$ cat src/rtl/pwm_bank_pkg.sv
package pwm_bank_pkg;

  localparam logic [31:0] OFS_POL    = 32'h40;
  localparam logic [31:0] OFS_RUN    = 32'h44;
  localparam logic [31:0] OFS_OE     = 32'hD0;
  localparam int unsigned CH_STRIDE  = 8;

  typedef enum logic [2:0] {
    SEL_NONE,
    SEL_HIGH,
    SEL_PERIOD,
    SEL_POL,
    SEL_RUN,
    SEL_OE
  } reg_sel_e;

  typedef struct packed {
    reg_sel_e   sel;
    logic [7:0] idx;
  } reg_hit_t;

  // Map a byte address to a register kind and channel index.
  function automatic reg_hit_t decode_addr(input logic [31:0] a, input int unsigned nch);
    reg_hit_t h;
    h.sel = SEL_NONE;
    h.idx = a[10:3];
    if (a[1:0] == 2'b00) begin
      if (a < nch * CH_STRIDE)  h.sel = a[2] ? SEL_PERIOD : SEL_HIGH;
      else if (a == OFS_POL)    h.sel = SEL_POL;
      else if (a == OFS_RUN)    h.sel = SEL_RUN;
      else if (a == OFS_OE)     h.sel = SEL_OE;
    end
    return h;
  endfunction

  // Raw comparison level, then polarity.
  function automatic logic tick_level(input logic [31:0] cnt, input logic [31:0] hi,
                                      input logic inv);
    return (cnt < hi) ^ inv;
  endfunction

  // Count value at which a cycle of length per ends.
  function automatic logic [31:0] last_tick(input logic [31:0] per);
    return per - 32'd1;
  endfunction

endpackage

$ cat src/rtl/pwm_regs.sv
module pwm_regs
  import pwm_bank_pkg::*;
#(
  parameter int unsigned NCH = 4,
  parameter int unsigned CW  = 32,
  parameter int unsigned AW  = 8,
  parameter int unsigned DW  = 32
) (
  input  logic          clk,
  input  logic          rst_n,
  input  logic          sel,
  input  logic          wen,
  input  logic [AW-1:0] addr,
  input  logic [DW-1:0] wdata,
  output logic [DW-1:0] rdata,
  output logic [CW-1:0] hi_o  [NCH],
  output logic [CW-1:0] per_o [NCH],
  output logic [NCH-1:0] pol_o,
  output logic [NCH-1:0] run_o,
  output logic [NCH-1:0] oe_o
);

  localparam int unsigned FLAT_W = 2 * NCH * CW + 3 * NCH;

  reg_hit_t       hit;
  logic           wr_fire;
  logic           wr_unmapped;
  logic [CW-1:0]  hi_q  [NCH];
  logic [CW-1:0]  per_q [NCH];
  logic [NCH-1:0] pol_q, run_q, oe_q;
  logic [FLAT_W-1:0] flat;

  assign hit         = decode_addr(32'(addr), NCH);
  assign wr_fire     = sel && wen;
  assign wr_unmapped = wr_fire && (hit.sel == SEL_NONE);

  for (genvar c = 0; c < NCH; c++) begin : g_cnt
    always_ff @(posedge clk or negedge rst_n) begin
      if (!rst_n) begin
        hi_q[c]  <= '0;
        per_q[c] <= '0;
      end else if (wr_fire && hit.idx == 8'(c)) begin
        if (hit.sel == SEL_HIGH)   hi_q[c]  <= wdata[CW-1:0];
        if (hit.sel == SEL_PERIOD) per_q[c] <= wdata[CW-1:0];
      end
    end
    assign hi_o[c]  = hi_q[c];
    assign per_o[c] = per_q[c];
  end

  always_ff @(posedge clk or negedge rst_n) begin
    if (!rst_n) begin
      pol_q <= '0;
      run_q <= '0;
      oe_q  <= '0;
    end else if (wr_fire) begin
      case (hit.sel)
        SEL_POL: pol_q <= wdata[NCH-1:0];
        SEL_RUN: run_q <= wdata[NCH-1:0];
        SEL_OE:  oe_q  <= wdata[NCH-1:0];
        default: ;
      endcase
    end
  end

  assign pol_o = pol_q;
  assign run_o = run_q;
  assign oe_o  = oe_q;

  always_comb begin
    rdata = '0;
    case (hit.sel)
      SEL_HIGH, SEL_PERIOD: begin
        for (int c = 0; c < NCH; c++) begin
          if (hit.idx == 8'(c))
            rdata = DW'((hit.sel == SEL_HIGH) ? hi_q[c] : per_q[c]);
        end
      end
      SEL_POL: rdata = DW'(pol_q);
      SEL_RUN: rdata = DW'(run_q);
      SEL_OE:  rdata = DW'(oe_q);
      default: rdata = '0;
    endcase
  end

  // Flattened register state, used only to check that stray writes touch nothing.
  always_comb begin
    flat = '0;
    for (int c = 0; c < NCH; c++) begin
      flat[c*2*CW +: CW]      = hi_q[c];
      flat[c*2*CW + CW +: CW] = per_q[c];
    end
    flat[FLAT_W-1 -: 3*NCH] = {pol_q, run_q, oe_q};
  end

  assert_unmapped_R2: assert property (@(posedge clk) disable iff (!rst_n)
    wr_unmapped |=> $stable(flat));

  assert_oe_follow_R9: assert property (@(posedge clk) disable iff (!rst_n)
    (wr_fire && hit.sel == SEL_OE) |=> (oe_q == $past(wdata[NCH-1:0])));

endmodule

$ cat src/rtl/pwm_chan.sv
module pwm_chan
  import pwm_bank_pkg::*;
#(
  parameter int unsigned CW = 32
) (
  input  logic          clk,
  input  logic          rst_n,
  input  logic          run,
  input  logic          inv,
  input  logic [CW-1:0] prog_hi,
  input  logic [CW-1:0] prog_per,
  output logic          pwm,
  output logic          running_o,
  output logic          wrap_o
);

  logic [CW-1:0] cnt_q, sh_hi_q, sh_per_q;
  logic          parked, running, wrap, reload;

  assign parked  = (sh_per_q == '0);
  assign running = run && !parked;
  assign wrap    = running && (32'(cnt_q) == last_tick(32'(sh_per_q)));
  assign reload  = !running || wrap;

  always_ff @(posedge clk or negedge rst_n) begin
    if (!rst_n) begin
      cnt_q    <= '0;
      sh_hi_q  <= '0;
      sh_per_q <= '0;
    end else begin
      if (reload) begin
        sh_hi_q  <= prog_hi;
        sh_per_q <= prog_per;
        cnt_q    <= '0;
      end else begin
        cnt_q    <= cnt_q + 1'b1;
      end
    end
  end

  assign pwm       = running ? tick_level(32'(cnt_q), 32'(sh_hi_q), inv) : 1'b1;
  assign running_o = running;
  assign wrap_o    = wrap;

  assert_cnt_bound_R3: assert property (@(posedge clk) disable iff (!rst_n)
    running |-> (cnt_q < sh_per_q));

  assert_shadow_hold_R5: assert property (@(posedge clk) disable iff (!rst_n)
    (running && !wrap) |=> ($stable(sh_hi_q) && $stable(sh_per_q)));

  assert_shadow_load_R5: assert property (@(posedge clk) disable iff (!rst_n)
    wrap |=> (sh_per_q == $past(prog_per) && sh_hi_q == $past(prog_hi)));

  assert_idle_cnt_R8: assert property (@(posedge clk) disable iff (!rst_n)
    !run |=> (cnt_q == '0));

endmodule

$ cat src/rtl/pwm_bank_apb.sv
module pwm_bank_apb
  import pwm_bank_pkg::*;
#(
  parameter int unsigned NCH = 4,
  parameter int unsigned CW  = 32,
  parameter int unsigned AW  = 8,
  parameter int unsigned DW  = 32
) (
  input  logic           clk,
  input  logic           rst_n,
  input  logic           psel,
  input  logic           pwrite,
  input  logic [AW-1:0]  paddr,
  input  logic [DW-1:0]  pwdata,
  output logic [DW-1:0]  prdata,
  output logic [NCH-1:0] pwm_out,
  output logic [NCH-1:0] pwm_oe
);

  logic [CW-1:0]  prog_hi  [NCH];
  logic [CW-1:0]  prog_per [NCH];
  logic [NCH-1:0] pol, run, oe;
  logic [NCH-1:0] ch_running, ch_wrap;

  pwm_regs #(.NCH(NCH), .CW(CW), .AW(AW), .DW(DW)) u_regs (
    .clk   (clk),
    .rst_n (rst_n),
    .sel   (psel),
    .wen   (pwrite),
    .addr  (paddr),
    .wdata (pwdata),
    .rdata (prdata),
    .hi_o  (prog_hi),
    .per_o (prog_per),
    .pol_o (pol),
    .run_o (run),
    .oe_o  (oe)
  );

  for (genvar c = 0; c < NCH; c++) begin : g_chan
    pwm_chan #(.CW(CW)) u_chan (
      .clk       (clk),
      .rst_n     (rst_n),
      .run       (run[c]),
      .inv       (pol[c]),
      .prog_hi   (prog_hi[c]),
      .prog_per  (prog_per[c]),
      .pwm       (pwm_out[c]),
      .running_o (ch_running[c]),
      .wrap_o    (ch_wrap[c])
    );

    assert_rest_high_R6: assert property (@(posedge clk) disable iff (!rst_n)
      !ch_running[c] |-> pwm_out[c]);

    assert_wrap_only_running_R3: assert property (@(posedge clk) disable iff (!rst_n)
      ch_wrap[c] |-> run[c]);
  end

  assign pwm_oe = oe;

endmodule

$ cat config.mk
export PLATFORM = sky130hd
export DESIGN_NAME = pwm_bank_apb
export DESIGN_NICKNAME = d
export VERILOG_FILES = /design/src/rtl/pwm_bank_pkg.sv /design/src/rtl/pwm_regs.sv /design/src/rtl/pwm_chan.sv /design/src/rtl/pwm_bank_apb.sv
export SDC_FILE = /design/constraint.sdc
export NUM_CORES = 1
export LEC_CHECK = 0
export BUFFER_PORTS_ARGS = -buffer_cell sky130_fd_sc_hd__buf_2
export CAP_MARGIN = 40
export CORE_AREA = 2 2 240 242
export CTS_CLUSTER_DIAMETER = 50
export CTS_CLUSTER_SIZE = 10
export DETAILED_ROUTE_END_ITERATION = 12
export DIE_AREA = 0 0 242 244
export PLACE_DENSITY_LB_ADDON = 0.15
export RECOVER_POWER = 50
export SLEW_MARGIN = 15
export SYNTH_ARGS = -nofsm -noshare
export SYNTH_HDL_FRONTEND = slang
export SYNTH_SLANG_ARGS = --single-unit
$ cat constraint.sdc
create_clock -name clk -period 4.6 [get_ports clk]
set_clock_uncertainty 0.1 [all_clocks]
set_input_delay 0.92 -clock clk [delete_from_list [all_inputs] [get_ports clk]]
set_output_delay 0.92 -clock clk [all_outputs]
set_load 0.01 [all_outputs]
==> results.cfg <==
[logic_synthesis]
async_flop_share_pct = 100
synth_compound_area_share_pct = 6.46
avgSynthCellArea_sq_um = 10.8
ys_seq_elements = 652
synth_edf_count = 0
netlist_instances = 3299
ys_warn_count = 0
synth-simple-area-share_pct = 14.0
synth_top_family_by_area = multiplexers
synth_seq_area_share_pct = 45.8
yosys-mux-area-fraction_pct = 18.1
synthXorXnorAreaFrac_pct = 7.32
yosysUniqueCellTypes = 76
ys.flop_type = dfrtp_1
synth_area_sq_um = 35700
synth_nets = 3479
synthAdderAreaFrac_pct = 4.83

[grt]
grt_usage_pct = 35.7
grt_overflow = 0
grt_pass1_wl_um = 160000
antenna_found_initial = 2
grt_pass1_vias = 26057
grt_max_degree = 108

[worst_setup_path]
critical_path_buf_inv_count = 2
cp.required_ns = 3.58
startpoint_type = primary input
cp_cell_sequence = clkbuf_1 > or3_1 > or3_1 > or2_4 > mux2i_1 > o22ai_1 > o21ai_0 > o211ai_1 > buf_2
rr_worst_depth = 11
cpMostUsedCell = or3_1
cpPeakStageDelay_ns = 0.48
path_class = in -> out
cp-end-kind = output port
worstPathMaxFanout = 42
crit_cells = 9
crit_family = simple AND/OR/NAND/NOR gates
critPathArrivalTime_ns = 3.48
cpMaxStageDelayCell = or2_4

[clocking]
htreeDepth = 3
cts_hold_buf = 0
ctsResizeCount = 0
clock-sinks = 652
cts_tree = yes
postCtsSetupBuffers = 0
cts_buffers = 81
clock-root-buffer = clkbuf_16
clkTransAtPathRegs_ns = 0.05
cts.path.max_buffers = 3
clk_latency_ns = 0.64

[cells_and_area]
nets = 3566
drive_gt1_share_pct = 23.5
stdcell_count = 4167
area_growth_pct = 10.5

[route]
ant_nets = 0
wire_per_inst_um = 24.9
drt_iter0_drc = 2049
totalWireLength_um = 104000
vias_per_cell = 6.27
dr.pass1.iters = 5
vias = 26119
drc = 0

[power_and_ir_drop]
powerDensity_nw_per_um2 = 309
p_leak_uw = 0.0193
irDropWorstVdd_mv = 0.308

[place]
dp_cells = 4059
dpl.hpwl_um = 76300
port_buffers = 83
place_congestion = 0.971

[flow_run]
drv_cap = 5

[timing]
rsz0062_at_grt = no
tns_ns = 0
finalCritPeriodShare_pct = 97.7
hold_viol = 0
worstMarginPinSlew_ns = 2.11
min_period_ns = 4.50
slew_headroom_pct = -40.8
fmax_ghz = 0.222
finalSetupViolations = 0
final_max_slew_viol_count = 201

[worst_hold_path]
min_delay_path_depth = 1
min_path_type = reg -> reg

[floorplan]
die_y_um = 244
start_util_pct = 63.5
coreArea_sq_um = 56200
top_level_ports = 84
die_area_sq_um = 59000
rows = 87
die_w_um = 242

[run_status]
violations = capacitance limit, slew limit
status = finished, violations left
[Yosys cell counts (90+ instances only)]
library cell  number  area [sq um]
nor2_1           222           833
nand2_1          225           845
clkbuf_1          92           345
nor3_1            94           470
ha_1             136          1700
a21oi_1          119           596
inv_1            153           574
and2_1            90           563
mux2_2           500          5630
xor2_1           117          1020
dfrtp_1          652         16300
xnor2_1          181          1590
[final cells by class]
type	instances	area (sq um)
repair buffers	160	1050
well taps	756	946
diodes	1	2.50
fillers	4121	16800
clock inverters	19	268
clock buffers	88	2110
flip-flops and latches	652	16300
multi-input cells	2338	18100
inverters	153	574
[per-layer routing]
| metal | GRT usage [%] | part of all wire (%) | wire length [um] | vias to the layer above |
|---|---|---|---|---|
| met5 | 0 | 0 | 0 | - |
| met4 | 16.6 | 5.3 | 5550 | 0 |
| met3 | 4.72 | 5.9 | 6090 | 216 |
| met2 | 54.2 | 45 | 46500 | 912 |
| met1 | 51.2 | 44 | 45800 | 13237 |
| li1 | - | - | - | 11754 |
[power breakdown]
| group | leakage, uW | internal [uW] | switching (uW) | total, uW |
|---|---|---|---|---|
| sequential | 0.00911 | 5760 | 31.6 | 5800 |
| clock | 0.00115 | 3440 | 2430 | 5880 |
| combinational | 0.00901 | 138 | 345 | 483 |
| total | 0.0193 | 9340 | 2810 | 12200 |
[kinds of logic (layout without fill, tap and decap cells)]
logic type / Yosys count / after routing
simple gates: 980 / 980
compound gates: 350 / 350
other cells: 0 / 1
fa+ha+maj: 138 / 138
flops: 652 / 652
buf+inv: 309 / 420
xor+xnor: 298 / 298
mux: 572 / 572
[worst register-to-register path, stage by stage (launching register included)]
cell      delay (ns)
dfrtp_1         0.46
nor4_2          0.59
nand4_1         0.41
nor4_1          0.29
buf_4           0.18
mux2_2          0.14
mux2i_1         0.06
a22oi_1         0.21
a211oi_1        0.12
a21boi_4        0.70
buf_4           0.32
mux2_2          0.36
[final timing paths]
| kind | startpoint | to | slack, ns |
|---|---|---|---|
| setup reg to reg | g_chan[3].u_chan.sh_per_q[4]$_DFFE_PN0P_ | g_chan[3].u_chan.sh_hi_q[18]$_DFFE_PN0P_ | 0.52 |
| max in group asynchronous | rst_n | g_chan[3].u_chan.cnt_q[15]$_DFF_PN0_ | 1.12 |
| setup / recovery | paddr[6] | prdata[1] | 0.10 |
| hold / removal | g_chan[3].u_chan.sh_hi_q[0]$_DFFE_PN0P_ | g_chan[3].u_chan.sh_hi_q[0]$_DFFE_PN0P_ | 0.41 |
| min in group asynchronous | rst_n | g_chan[2].u_chan.cnt_q[8]$_DFF_PN0_ | 0.71 |
| hold reg to reg | g_chan[3].u_chan.sh_hi_q[0]$_DFFE_PN0P_ | g_chan[3].u_chan.sh_hi_q[0]$_DFFE_PN0P_ | 0.41 |
[cells in the final DEF (no fill, tap or decap), types with 12 or more instances in the layout]
| cell type | instances |
|---|---|
| mux2_4 | 16 |
| clkbuf_1 | 16 |
| nand3_1 | 77 |
| o32ai_1 | 29 |
| and3_1 | 40 |
| a31oi_1 | 12 |
| a211oi_1 | 14 |
| and2_1 | 90 |
| xnor2_1 | 181 |
| buf_4 | 50 |
| clkbuf_16 | 82 |
| o21ai_0 | 44 |
| nor3_1 | 94 |
| nor2b_1 | 20 |
| dfrtp_1 | 652 |
| a21o_1 | 55 |
| ha_1 | 136 |
| nor4_1 | 46 |
| or3_1 | 16 |
| inv_1 | 153 |
| a21oi_1 | 119 |
| buf_2 | 77 |
| nand2b_1 | 18 |
| or4_1 | 16 |
| nand2_1 | 225 |
| xor2_1 | 117 |
| nand4_1 | 54 |
| mux2_2 | 500 |
| and4_1 | 13 |
| mux2i_1 | 46 |
| nor2_1 | 219 |
[per-stage QoR]
| step | worst slack (ns) | power [uW] | util [%] | instance area (sq um) | hold slack (ns) |
|---|---|---|---|---|---|
| finish | 0.105 | 12200 | 70.1 | 39400 | 0.405 |
| global route | 0.0224 | 12500 | 70.1 | 39400 | 0.425 |
| CTS | 0.165 | 12200 | 70.3 | 39500 | 0.178 |
| detailed placement | 0.163 | 6380 | 66.1 | 37100 | 0.394 |
| global placement | 0.201 | 6370 | 66.1 | 37100 | 0.387 |
| floorplan | 0.549 | 6090 | - | 35700 | 0.379 |
[registers in the layout, summed over array words and instances (netlist names)]
| name | flops |
|---|---|
| g_chan.u_chan.sh_per_q | 128 |
| g_chan.u_chan.sh_hi_q | 128 |
| u_regs.hi_o | 128 |
| u_regs.run_o | 4 |
| u_regs.per_o | 128 |
| u_regs.pol_o | 4 |
| g_chan.u_chan.cnt_q | 128 |
| u_regs.oe_o | 4 |
Note: power is estimated with default switching activity, not from simulation.
